<file path="config.mk">
export PLATFORM = sky130hd
export DESIGN_NAME = adc_readout_ctrl
export DESIGN_NICKNAME = d
export VERILOG_FILES = /design/src/rtl/adc_rd_pkg.sv /design/src/rtl/edge_sync.sv /design/src/rtl/conv_timer.sv /design/src/rtl/int_sck_gen.sv /design/src/rtl/frame_shifter.sv /design/src/rtl/adc_readout_ctrl.sv
export SDC_FILE = /design/constraint.sdc
export NUM_CORES = 1
export LEC_CHECK = 0
export ABC_CLOCK_PERIOD_IN_PS = 3050
export BUFFER_PORTS_ARGS = -buffer_cell sky130_fd_sc_hd__buf_4
export CORE_MARGIN = 1.5
export CORE_UTILIZATION = 40
export CTS_BUF_LIST = sky130_fd_sc_hd__clkbuf_4
export DETAILED_ROUTE_END_ITERATION = 16
export SKIP_LAST_GASP = 1
export SYNTH_ARGS = -nofsm -noshare
export SYNTH_HDL_FRONTEND = slang
export SYNTH_SLANG_ARGS = --single-unit
</file>
<file path="constraint.sdc">
create_clock -name clk -period 3.05 [get_ports clk]
set_clock_uncertainty 0.1 [all_clocks]
set_input_delay 0.61 -clock clk [delete_from_list [all_inputs] [get_ports clk]]
set_output_delay 0.61 -clock clk [all_outputs]
set_load 0.01 [all_outputs]
</file>
<file path="src/rtl/adc_rd_pkg.sv">
package adc_rd_pkg;

  typedef enum logic [1:0] {
    ST_CONV  = 2'd0,
    ST_SLEEP = 2'd1,
    ST_DOUT  = 2'd2
  } rd_state_t;

  // level on the shared data line for a given phase
  function automatic logic line_level(rd_state_t s, logic data_bit);
    case (s)
      ST_CONV:  return 1'b1;
      ST_SLEEP: return 1'b0;
      default:  return data_bit;
    endcase
  endfunction

endpackage

</file>
<file path="src/rtl/edge_sync.sv">
module edge_sync #(
  parameter logic RST_VAL = 1'b1
) (
  input  logic clk,
  input  logic rst_n,
  input  logic d,
  output logic q,
  output logic rise,
  output logic fall
);
  logic s1, s2, s3;

  always_ff @(posedge clk or negedge rst_n) begin
    if (!rst_n) begin
      s1 <= RST_VAL;
      s2 <= RST_VAL;
      s3 <= RST_VAL;
    end else begin
      s1 <= d;
      s2 <= s1;
      s3 <= s2;
    end
  end

  assign q    = s2;
  assign rise = s2 & ~s3;
  assign fall = ~s2 & s3;
endmodule

</file>
<file path="src/rtl/conv_timer.sv">
module conv_timer #(
  parameter int CYCLES = 20000
) (
  input  logic clk,
  input  logic rst_n,
  input  logic active,
  output logic done
);
  localparam int CW = $clog2(CYCLES + 1);
  localparam logic [CW-1:0] LAST = CW'(CYCLES - 1);

  logic [CW-1:0] cnt;

  always_ff @(posedge clk or negedge rst_n) begin
    if (!rst_n)               cnt <= '0;
    else if (!active)         cnt <= '0;
    else if (cnt != LAST)     cnt <= cnt + 1'b1;
  end

  assign done = active && (cnt == LAST);
endmodule

</file>
<file path="src/rtl/int_sck_gen.sv">
module int_sck_gen #(
  parameter int HALF = 4
) (
  input  logic clk,
  input  logic rst_n,
  input  logic start,
  input  logic run,
  output logic sck,
  output logic fall_ev
);
  localparam int HW = (HALF > 1) ? $clog2(HALF) : 1;
  localparam logic [HW-1:0] LAST = HW'(HALF - 1);

  logic [HW-1:0] cnt;

  always_ff @(posedge clk or negedge rst_n) begin
    if (!rst_n) begin
      sck <= 1'b0;
      cnt <= '0;
    end else if (start) begin
      sck <= 1'b1;
      cnt <= '0;
    end else if (run) begin
      if (cnt == LAST) begin
        cnt <= '0;
        sck <= ~sck;
      end else begin
        cnt <= cnt + 1'b1;
      end
    end else begin
      sck <= 1'b0;
      cnt <= '0;
    end
  end

  assign fall_ev = run && sck && (cnt == LAST);
endmodule

</file>
<file path="src/rtl/frame_shifter.sv">
module frame_shifter #(
  parameter int W = 32
) (
  input  logic                 clk,
  input  logic                 rst_n,
  input  logic                 load,
  input  logic [W-1:0]         din,
  input  logic                 shift,
  output logic                 msb,
  output logic [$clog2(W)-1:0] bit_cnt,
  output logic                 last_bit
);
  localparam int CW = $clog2(W);

  logic [W-1:0] sh;

  always_ff @(posedge clk or negedge rst_n) begin
    if (!rst_n) begin
      sh      <= '0;
      bit_cnt <= '0;
    end else if (load) begin
      sh      <= din;
      bit_cnt <= '0;
    end else if (shift) begin
      sh      <= {sh[W-2:0], 1'b0};
      bit_cnt <= bit_cnt + 1'b1;
    end
  end

  assign msb      = sh[W-1];
  assign last_bit = (bit_cnt == CW'(W - 1));
endmodule

</file>
<file path="src/rtl/adc_readout_ctrl.sv">
module adc_readout_ctrl
  import adc_rd_pkg::*;
#(
  parameter int RES_W        = 30,
  parameter int CONV_CYCLES  = 20000,
  parameter int TEST_DELAY   = 3000,
  parameter int INT_SCK_HALF = 4
) (
  input  logic             clk,
  input  logic             rst_n,
  input  logic             cs_n_pin,
  input  logic             sck_pin_in,
  input  logic [RES_W-1:0] result_i,
  output logic             sdo_o,
  output logic             sdo_oe,
  output logic             sck_o,
  output logic             sck_oe,
  output logic             sck_pu_en
);
  localparam int FRAME_W = RES_W + 2;
  localparam int CNT_W   = $clog2(FRAME_W);
  localparam int DLY_W   = $clog2(TEST_DELAY + 1);
  localparam logic [DLY_W-1:0] DLY_LAST = DLY_W'(TEST_DELAY - 1);

  // synchronised pins and their edges
  logic cs_s, cs_rise, cs_fall;
  logic sck_s, sck_rise, sck_fall;

  edge_sync #(.RST_VAL(1'b1)) u_cs_sync (
    .clk(clk), .rst_n(rst_n), .d(cs_n_pin),
    .q(cs_s), .rise(cs_rise), .fall(cs_fall)
  );

  edge_sync #(.RST_VAL(1'b1)) u_sck_sync (
    .clk(clk), .rst_n(rst_n), .d(sck_pin_in),
    .q(sck_s), .rise(sck_rise), .fall(sck_fall)
  );

  // clock mode: latched after reset settles and on every select fall
  logic [1:0] init_cnt;
  logic       mode_valid;
  logic       ext_mode;

  always_ff @(posedge clk or negedge rst_n) begin
    if (!rst_n) begin
      init_cnt <= '0;
      ext_mode <= 1'b0;
    end else begin
      if (init_cnt != 2'd3) init_cnt <= init_cnt + 1'b1;
      if (init_cnt == 2'd2 || cs_fall) ext_mode <= ~sck_s;
    end
  end
  assign mode_valid = (init_cnt == 2'd3);

  // phase register and named events
  rd_state_t st, st_nx;
  logic conv_done, ev_eoc_fall, ev_abort, ev_shift;
  logic go_ext, go_int, sleep_wait, int_run, int_fall, int_sck;
  logic sh_msb, last_bit;
  logic [CNT_W-1:0] bit_cnt;
  logic [DLY_W-1:0] dly_cnt;

  conv_timer #(.CYCLES(CONV_CYCLES)) u_timer (
    .clk(clk), .rst_n(rst_n), .active(st == ST_CONV), .done(conv_done)
  );

  assign sleep_wait = (st == ST_SLEEP) && !cs_s && !ext_mode && mode_valid;

  always_ff @(posedge clk or negedge rst_n) begin
    if (!rst_n)                     dly_cnt <= '0;
    else if (!sleep_wait || cs_fall) dly_cnt <= '0;
    else if (dly_cnt != DLY_LAST)    dly_cnt <= dly_cnt + 1'b1;
  end

  assign go_int      = sleep_wait && !cs_fall && (dly_cnt == DLY_LAST);
  assign go_ext      = (st == ST_SLEEP) && !cs_s && ext_mode && mode_valid && sck_rise;
  assign int_run     = (st == ST_DOUT) && !ext_mode;
  assign ev_eoc_fall = (st == ST_CONV) && conv_done;
  assign ev_abort    = (st == ST_DOUT) && cs_rise;
  assign ev_shift    = (st == ST_DOUT) && !cs_rise && (ext_mode ? sck_fall : int_fall);

  int_sck_gen #(.HALF(INT_SCK_HALF)) u_isck (
    .clk(clk), .rst_n(rst_n), .start(go_int), .run(int_run),
    .sck(int_sck), .fall_ev(int_fall)
  );

  frame_shifter #(.W(FRAME_W)) u_shift (
    .clk(clk), .rst_n(rst_n),
    .load(ev_eoc_fall), .din({2'b00, result_i}),
    .shift(ev_shift && !last_bit),
    .msb(sh_msb), .bit_cnt(bit_cnt), .last_bit(last_bit)
  );

  always_comb begin
    st_nx = st;
    case (st)
      ST_CONV:  if (conv_done) st_nx = ST_SLEEP;
      ST_SLEEP: if (go_ext || go_int) st_nx = ST_DOUT;
      ST_DOUT: begin
        if (ev_abort)                  st_nx = ST_CONV;
        else if (ev_shift && last_bit) st_nx = ST_CONV;
      end
      default:  st_nx = ST_CONV;
    endcase
  end

  always_ff @(posedge clk or negedge rst_n) begin
    if (!rst_n) st <= ST_CONV;
    else        st <= st_nx;
  end

  assign sdo_o     = line_level(st, sh_msb);
  assign sdo_oe    = ~cs_s;
  assign sck_o     = int_sck;
  assign sck_oe    = mode_valid & ~ext_mode & ~cs_s;
  assign sck_pu_en = ~ext_mode;
endmodule

</file>
==> results of run 1 <==
[kinds of logic after synthesis]
logic type	Yosys count	synth area share (%)
AO/OA/AOI/OAI	60	13.9
XOR/XNOR	17	4.12
adder cells (fa/ha/maj)	7	2.42
buffers and inverters	23	3.15
flip-flops	78	54.2
multiplexers	9	2.56
AND/OR/NAND/NOR	130	19.7
[cell usage in the layout, fill, tap and decap left out, types with 8 or more instances in the layout]
cell type	n
a221o_1	28
xnor2_1	11
and2_1	30
dfrtp_1	72
a21oi_1	12
o21ai_0	8
buf_4	42
nand2_1	21
nor2_1	29
clkbuf_4	11
[sequential cells by signal, indices dropped and copies added, names as in the netlist]
name / count
u_isck.sck: 1
u_cs_sync.q: 1
u_sck_sync.s3: 1
ext_mode: 1
u_shift.sh: 32
init_cnt: 2
u_timer.cnt: 15
u_cs_sync.s3: 1
u_sck_sync.s1: 1
u_sck_sync.q: 1
dly_cnt: 12
u_cs_sync.s1: 1
st: 2
u_shift.bit_cnt: 5
u_isck.cnt: 2
[power breakdown]
part           switching (mW)  internal, mW  total, mW  leakage (nW)
clock                   0.329         0.173      0.502        0.0600
sequential            0.00675          1.04       1.05          1.04
combinational          0.0342        0.0356     0.0698         0.818
[Yosys cell counts (3+ instances only)]
library cell	n	area share [%]
ha_1	7	2.4
nand3_1	6	0.83
xor2_1	6	1.5
nand2b_1	3	0.52
a21oi_1	12	1.7
or2_2	3	0.52
nor2_1	30	3.1
dfrtp_1	72	50
mux2i_1	7	1.9
clkbuf_1	9	0.93
nand4_1	6	1.0
dfstp_2	6	4.4
a221o_1	28	7.7
nor3_1	7	0.97
or3_1	5	0.86
xnor2_1	11	2.7
nand2_1	21	2.2
and2_1	30	5.2
buf_2	4	0.55
or4_1	3	0.62
nor4_1	4	0.69
inv_1	7	0.73
o21ai_0	8	1.1
buf_6	3	0.93
[critical path, stage by stage, from the launching register on]
cell and delay, ns:
dfrtp_1 0.43, ha_1 0.22, and4_1 0.35, nand4_2 0.28
o21ba_1 0.63, a221o_1 0.44
[worst min-delay path by stage]
stage	slack (ns)	endpoint	depth (start not counted)
finish	0.19	u_cs_sync.s1	1
global route	0.14	u_cs_sync.s1	1
CTS	0.16	u_cs_sync.s1	1
detailed placement	0.25	u_sck_sync.q	0
global placement	0.25	u_cs_sync.q	0
floorplan	0.21	dly_cnt[0]	0
[metal layers]
metal  vias to the layer above  global-route usage, %
li1                       1246                      -
met1                      1204                   21.7
met2                        41                   23.0
met3                         9                   5.15
met4                         0                   5.82
met5                         -                      0
[layout make-up]
cell class	instances	area [µm²]	area share, %
clock buffer	11	82.6	2.02
clock inverter	3	13.8	0.337
inverter	7	26.3	0.644
multi-input combinational	223	1550	37.9
sequential	78	1960	48.0
tap	108	135	3.31
timing repair buffer	42	315	7.73
[through the flow]
stage	worst slack, ns	hold WS, ns
floorplan	0.749	0.214
global placement	0.499	0.253
detailed placement	0.471	0.250
CTS	0.450	0.155
global route	0.206	0.137
finish	0.474	0.188
==> out/summary.txt, run 1 <==
Status: finished, final reports clean
RSZ-0062 raised after global routing: false
Max Slew Vio Count: 0
Initial drt markers: 141
Cts bufs inserted: 9
First-pass DRT Iterations: 4
Most used DFF post-synth: dfrtp_1
Clock latency on the worst-skew pair: 0.42 ns
Pwr Total: 1.62 mW
Yosys reg bits: 78
DP Cell Count: 458
Asr flop ratio synth: 100%
Layout Utilization: 46.8%
Setup Viol. Count Final: 0
P per Cell Area: 397 nW/µm²
Layout cells sized above 1: 20.1%
Max IR drop VDD: 0.205 mV
Met2 wire len: 3070 µm
Worst EP required: 3.25 ns
Clock Pin Slew Worst Setup and Hold Paths: 0.11 ns
Die area: 9620 µm²
Fin. Hold Viols: 0
Vias in the first global route: 2492
R2r endpoint: u_shift.sh[20]
Placed instance area: 3980 µm²
Mapped Cells: 324
Vias per cell: 5.30
Post-route cell area: 4080 µm²
Crit path capture: u_shift.sh[20]
ANT cells: 0
Crit. Startpoint: u_timer.cnt[0]
P_leak: 1.92 nW
DR vias: 2500
Filler cell count: 807
Startpoint Class: register
Placed wire-length estimate: 4340 µm
Final cycle utilization of the critical path: 84.4%
Global-route wire length before repair: 12200 µm
Initial Util: 41.5%
CTS tree: done
Max-Cap Viols: 0
Hold buffers post-CTS: 0
Min-delay src: cs_n_pin
DR top layer: met4
Tot GR Track Use: 15.7%
FF-to-FF path depth: 5
Crit path max fanout: 29
NumNets Final: 402
Final WL: 6720 µm
Final ANT Viol Nets: 0
Initial antenna violation count: 0
Crit Path Category: register to register
# rows: 34
Worst R2R Setup Slack: 0.47 ns
Worst r2r src: u_timer.cnt[0]
Die height: 98.1 µm
Met3 Routed Length: 308 µm
Normalized max-slew margin: 27.5%
I/O pin cnt: 39
Synth warnings: 0
Critical Path AT: 2.78 ns
Core area: 8720 µm²
Clock sinks: 78
Fin crit period: 2.58 ns
Largest net degree at the start of global routing: 79
Syn_nets: 365
P&R area growth vs syn: 12.8%
Setup Total Neg Slack: 0 ns
Avg Cell Area, Syn: 11.2 µm²
Per-cell routed wire length: 14.2 µm
Die W: 98.1 µm
Worst hold path type: input pin to register
# H-tree levels: 3
Post-Syn Area: 3620 µm²
Peak Freq: 388 MHz
Root Driver: clkbuf_4
Setup Buffers After CTS: 0
Sequential fraction of the synthesis area: 54.2%
Finished Layout Cells: 472
Number of flops mapped to enable cells by yosys: 0
RePlAce Congestion: 0.746
M1 WL: 3250 µm
Synth unique cells: 43
I/O Buffers: 38
Worst-margin pin slew: 1.09 ns
Crit end category: register
Remaining DRCs: 0
CTS max path bufs: 2
Global route overflow: 0
Resized Gates After CTS: 0
Power figures use the tool's default switching activity.
==> run 2, diff against run 1 <==
- ABC_CLOCK_PERIOD_IN_PS: 3050 -> 2300
- clock period: 3.05 -> 2.3 ns (I/O delays scaled with it)
==> run 2 against run 1 <==
Against the previous run: sequential power rose by 32%; via count rose by 3.2%; maximum frequency rose by 19%; critical path depth rose by 1; design area rose by 4.3%.
==> out/summary.txt, run 2 (synthesis gave the netlist of run 1 again) <==
Crit. Startpoint: u_shift.bit_cnt[0]
Initial antenna violation count: 0
Peak Freq: 460 MHz
Max-Cap Viols: 0
Worst slack, placed: 0.0874 ns
Crit end category: register
RePlAce Congestion: 0.715
Comb pwr share: 4.2%
Switch Pwr: 0.529 mW
Fin crit period: 2.17 ns
Per-cell routed wire length: 14.4 µm
Largest register FFs: 32
Root Driver: clkbuf_4
CTS max path bufs: 2
# H-tree levels: 3
Critical Path AT: 2.37 ns
Die area: 9620 µm²
# rows: 34
Final ANT Viol Nets: 0
Cts bufs inserted: 9
Global-route wire length before repair: 11700 µm
Placed wire-length estimate: 4530 µm
Startpoint Class: register
Fin. Hold Viols: 0
Setup Viol. Count Final: 0
Layout Utilization: 48.8%
Worst-margin pin slew: 0.474 ns
Clock Pin Slew Worst Setup and Hold Paths: 0.14 ns
First-pass DRT Iterations: 4
Max IR drop VDD: 0.246 mV
NumNets Final: 411
Resized Gates After CTS: 0
Vias in the first global route: 2544
Initial drt markers: 73
Status: finished, final reports clean
Placed instance area: 4050 µm²
CTS tree: done
Worst EP required: 2.50 ns
P_leak: 1.99 nW
I/O pin cnt: 39
Vias per cell: 5.34
Remaining DRCs: 0
Normalized max-slew margin: 67.6%
P&R area growth vs syn: 17.6%
Clock sinks: 78
Final WL: 6940 µm
Core area: 8720 µm²
Initial Util: 41.5%
DR vias: 2580
ANT cells: 0
Layout cells sized above 1: 22.9%
Crit Path Category: register to register
Post-route cell area: 4260 µm²
Int Pwr: 1.91 mW
Die height: 98.1 µm
Setup Buffers After CTS: 0
Max Slew Vio Count: 0
Tot GR Track Use: 15.1%
Final cycle utilization of the critical path: 94.5%
Global route overflow: 0
Largest net degree at the start of global routing: 31
Clock latency on the worst-skew pair: 0.41 ns
Biggest register: u_shift.sh
DP Cell Count: 463
I/O Buffers: 38
Commonest cells after routing, fill and taps aside: dfrtp_1, buf_4, and2_1
Setup ws final: 0.127 ns
Commonest non-fill, non-tap cell in the layout: dfrtp_1
P per Cell Area: 573 nW/µm²
Worst hold path type: input pin to register
Finished Layout Cells: 483
Switching part of the total: 21.7%
Die W: 98.1 µm
Crit path max fanout: 14
Worst r2r src: u_shift.bit_cnt[0]
Part of the power in registers: 57.1%
Clock power frac: 38.7%
Top Registers: u_shift.sh x32, u_timer.cnt x15, dly_cnt x12
Min-delay src: result_i[0]
Fin Hold WS: 0.159 ns
==> run 2: cell types whose count changed in the layout (fill, tap and decap cells not counted), sizes merged <==
cell and delta:
clkinv -3, buf +5, bufinv +2, dlygate4sd3 +3, clkinvlp +2, inv +1, o21ba +1
==> run 2: power groups by stage <==
| stage | clock [mW] | sequential [mW] | combinational, mW |
|---|---|---|---|
| detailed placement | 0 | 1.42 | 0.102 |
| CTS | 0.975 | 1.39 | 0.104 |
| floorplan | 0 | 1.41 | 0.0231 |
| finish | 0.942 | 1.39 | 0.103 |
| global placement | 0 | 1.42 | 0.101 |
| global route | 1.05 | 1.39 | 0.114 |
==> run 2: worst max-delay path, cell delays in order (launching register included) <==
cell and delay (ns):
dfrtp_1 0.43, ha_2 0.20, and3_4 0.17, ha_2 0.19, a2111oi_4 0.33, o21ba_2 0.33, a221o_1 0.32
==> run 2: metrics by stage <==
stage	setup TNS, ns	power, mW
6_report	0	2.44
5_1_grt	-0.00238	2.56
4_1_cts	0	2.47
3_5_place_dp	0	1.52
3_3_place_gp	0	1.52
2_1_floorplan	0	1.44
==> run 2: final cells by class <==
class / instances / area, µm²
repair buffers: 50 / 395
well taps: 108 / 135
clock buffers: 11 / 82.6
flip-flops and latches: 78 / 1960
multi-input cells: 224 / 1570
inverters: 7 / 26.3
clock inverters: 5 / 83.8
fillers: 802 / 4470
==> run 2: final timing paths <==
| path | endpoint | slack, ns | cells past startpoint |
|---|---|---|---|
| setup / recovery | u_shift.sh[16] | 0.13 | 6 |
| hold / removal | u_shift.sh[0] | 0.16 | 2 |
| setup reg to reg | u_shift.sh[16] | 0.13 | 6 |
| hold reg to reg | u_cs_sync.q | 0.27 | 0 |
| max in group asynchronous | u_timer.cnt[5] | 1.06 | 3 |
| min in group asynchronous | dly_cnt[8] | 0.38 | 2 |
==> run 2: repair_timing <==
item | 4_1_cts | 5_1_grt
hold endpoints to repair | 24 | 2
endpoints found under the setup margin | 0 | 5
hold buffers | 1 | 2
==> run 2: layer usage <==
layer / up-vias / global-route usage, % / part of all wire (%)
li1: 1270 / - / -
met1: 1259 / 20.6 / 50
met2: 47 / 23.0 / 46
met3: 4 / 4.01 / 3.9
met4: 0 / 6.26 / 0.61
met5: - / 0 / 0
==> run 3, diff against run 2 <==
- ABC_AREA: not set -> 1
- CTS_BUF_LIST: sky130_fd_sc_hd__clkbuf_4 -> sky130_fd_sc_hd__clkbuf_8
==> run 3 against run 2 <==
Against the previous run: design area increased by 9.2%; utilization decreased by 1.0 points; die area increased by 11%; critical path depth decreased by 2; flip-flop and latch count unchanged; power increased by 9.9%; register-to-register slack improved by 0.29 ns; synthesized area increased by 11%; sequential power about the same; cell count increased by 38%; critical path type is now register to output pin; critical endpoint is now sdo_o; largest cell class unchanged.
==> out/summary.txt, run 3 <==
Status: finished, final reports clean
Finished Layout Cells: 667
Commonest cells after routing, fill and taps aside: nand2_1, nand3_1, dfrtp_1
Max IR drop VDD: 0.267 mV
Setup Total Neg Slack: 0 ns
Vias per cell: 5.03
Number of flops mapped to enable cells by yosys: 0
CTS tree: done
Largest net degree at the start of global routing: 45
Peak Freq: 497 MHz
Crit end category: output pin
Global-route wire length before repair: 14200 µm
First-pass DRT Iterations: 4
Initial Util: 41.2%
RSZ-0062 raised after global routing: false
Top Registers: u_shift.sh x32, u_timer.cnt x15, dly_cnt x12
Asr flop ratio synth: 100%
Synth warnings: 0
I/O pin cnt: 39
Biggest register: u_shift.sh
Worst slack, placed: 0.415 ns
Die area: 10600 µm²
Largest family of logic cells by synthesized area: simple AND/OR/NAND/NOR gates
Synth Area in XOR/XNOR: 1.53%
Avg Cell Area, Syn: 8.13 µm²
Normalized max-slew margin: 63.5%
Post-Syn Area: 4010 µm²
Max-Cap Viols: 0
Simple-Gate Fraction of Synth Area: 35.8%
Top-area cell type share of the netlist area: 44.9%
Setup Viol. Count Final: 0
Die W: 103 µm
Most used DFF post-synth: dfrtp_1
# rows: 36
Most common library cells after synthesis: nand2_1, nand3_1, dfrtp_1
NumNets Final: 570
Tot GR Track Use: 17.2%
Final ANT Viol Nets: 0
RePlAce Congestion: 0.844
Clock latency on the worst-skew pair: 0.35 ns
Count leader, synth: nand2_1
Largest register FFs: 32
CTS max path bufs: 2
Remaining DRCs: 0
Clock sinks: 78
P&R area growth vs syn: 15.9%
P per Cell Area: 576 nW/µm²
Yosys reg bits: 78
Final WL: 8420 µm
Per-cell routed wire length: 12.6 µm
Filler cell count: 988
Synth unique cells: 30
Setup Buffers After CTS: 0
Placed wire-length estimate: 5840 µm
Root Driver: clkbuf_8
DP Cell Count: 650
Critical Path AT: 1.45 ns
Initial drt markers: 193
DR vias: 3358
P_leak: 2.09 nW
Worst hold path type: input pin to register
Worst-margin pin slew: 0.547 ns
Cts bufs inserted: 9
Initial antenna violation count: 0
Commonest non-fill, non-tap cell in the layout: nand2_1
Core area: 9730 µm²
Synth area leader: dfrtp_1
Vias in the first global route: 3123
ANT cells: 0
Global route overflow: 0
Clock Pin Slew Worst Setup and Hold Paths: 0.08 ns
Syn_nets: 534
Ranking of synthesized cells by area: dfrtp_1, nand3_1, nand2_1
Max Slew Vio Count: 0
Synth Area in Compound Gates: 4.37%
Sequential fraction of the synthesis area: 48.9%
Fin crit period: 2.01 ns
Layout cells sized above 1: 14.8%
Crit path max fanout: 9
Worst EP required: 1.74 ns
I/O Buffers: 38
Mapped Cells: 493
Adder-Cell Fraction of Synth Area: 2.18%
Setup ws final: 0.287 ns
Mux contribution to synthesized area: 0%
Final cycle utilization of the critical path: 87.5%
Fin. Hold Viols: 0
Crit Path Category: register to output pin
Die height: 103 µm
Startpoint Class: register
# H-tree levels: 3
run 3: cell count changes after synthesis, sizes merged, moves of 28 or more:
cell / before / now
inv: 7 / 37
nand2: 21 / 106
nor2: 30 / 62
nand3: 6 / 92
nand4: 7 / 36
and2: 30 / 0
a221o: 28 / 0
run 3: worst max-delay path: stages, from the launching register on:
cell	delay [ns]
dfrtp_1	0.44
nor2_4	0.25
inv_1	0.19
nand2_1	0.11
buf_4	0.12
run 3: worst paths after layout:
check,slack [ns],depth (start not counted),to,from
worst max-delay path,0.29,4,sdo_o,st[1]
worst min-delay path,0.12,1,u_sck_sync.s1,sck_pin_in
worst max register to register,0.42,8,u_shift.sh[29],u_shift.bit_cnt[0]
worst min register to register,0.26,0,u_sck_sync.q,u_sck_sync.s1
max in group asynchronous,1.04,3,u_shift.sh[5],rst_n
min in group asynchronous,0.51,2,dly_cnt[0],rst_n
run 3: stage by stage:
| step | util (%) | hold slack (ns) | instance area [µm²] | power [mW] |
|---|---|---|---|---|
| after global routing | 47.7 | 0.0979 | 4650 | 2.78 |
| after floorplan | - | 0.0644 | 4010 | 1.43 |
| after detailed placement | 45.2 | 0.247 | 4400 | 1.53 |
| after CTS | 47.7 | 0.0993 | 4640 | 2.72 |
| after global placement | 45.2 | 0.246 | 4400 | 1.52 |
| final | 47.7 | 0.119 | 4650 | 2.68 |
run 3: area by class of cell:
cell class | count | area (µm²) | share of cell area [%]
Clock buffer | 11 | 151 | 3.26
Multi-Input combinational cell | 356 | 1770 | 38.1
Clock inverter | 5 | 81.3 | 1.75
Inverter | 37 | 139 | 2.99
Tap cell | 133 | 166 | 3.58
Sequential cell | 78 | 1960 | 42.2
Timing Repair Buffer | 47 | 380 | 8.19
run 3: cell families after synthesis:
group	after synthesis
and+or+nand+nor	311
DFF	78
buffers and inverters	59
AOI/OAI and AO/OA	31
xor gates and xnor gates	7
adders and majority gates	7
run 3: where the power goes:
group	leakage (nW)	internal, mW	switching, mW
Combinational	1.08	0.0534	0.0544
Clock	0.116	0.671	0.510
Sequential	0.886	1.38	0.00736
Total	2.09	2.11	0.572
run 3: routing by layer:
metal  vias up  GRT usage, %  wire (µm)
met4         0          6.44        121
met2        38          28.8       4130
met5         -             0          0
met3        11          3.25        179
li1       1722             -          -
met1      1587          22.1       3990
run 3: timing repair:
| item | in CTS | in global routing |
|---|---|---|
| endpoints found under the hold margin | 25 | 0 |
| resized for setup | 0 | 1 |
| setup endpoints to repair | 0 | 1 |
| hold buffers | 1 | 0 |
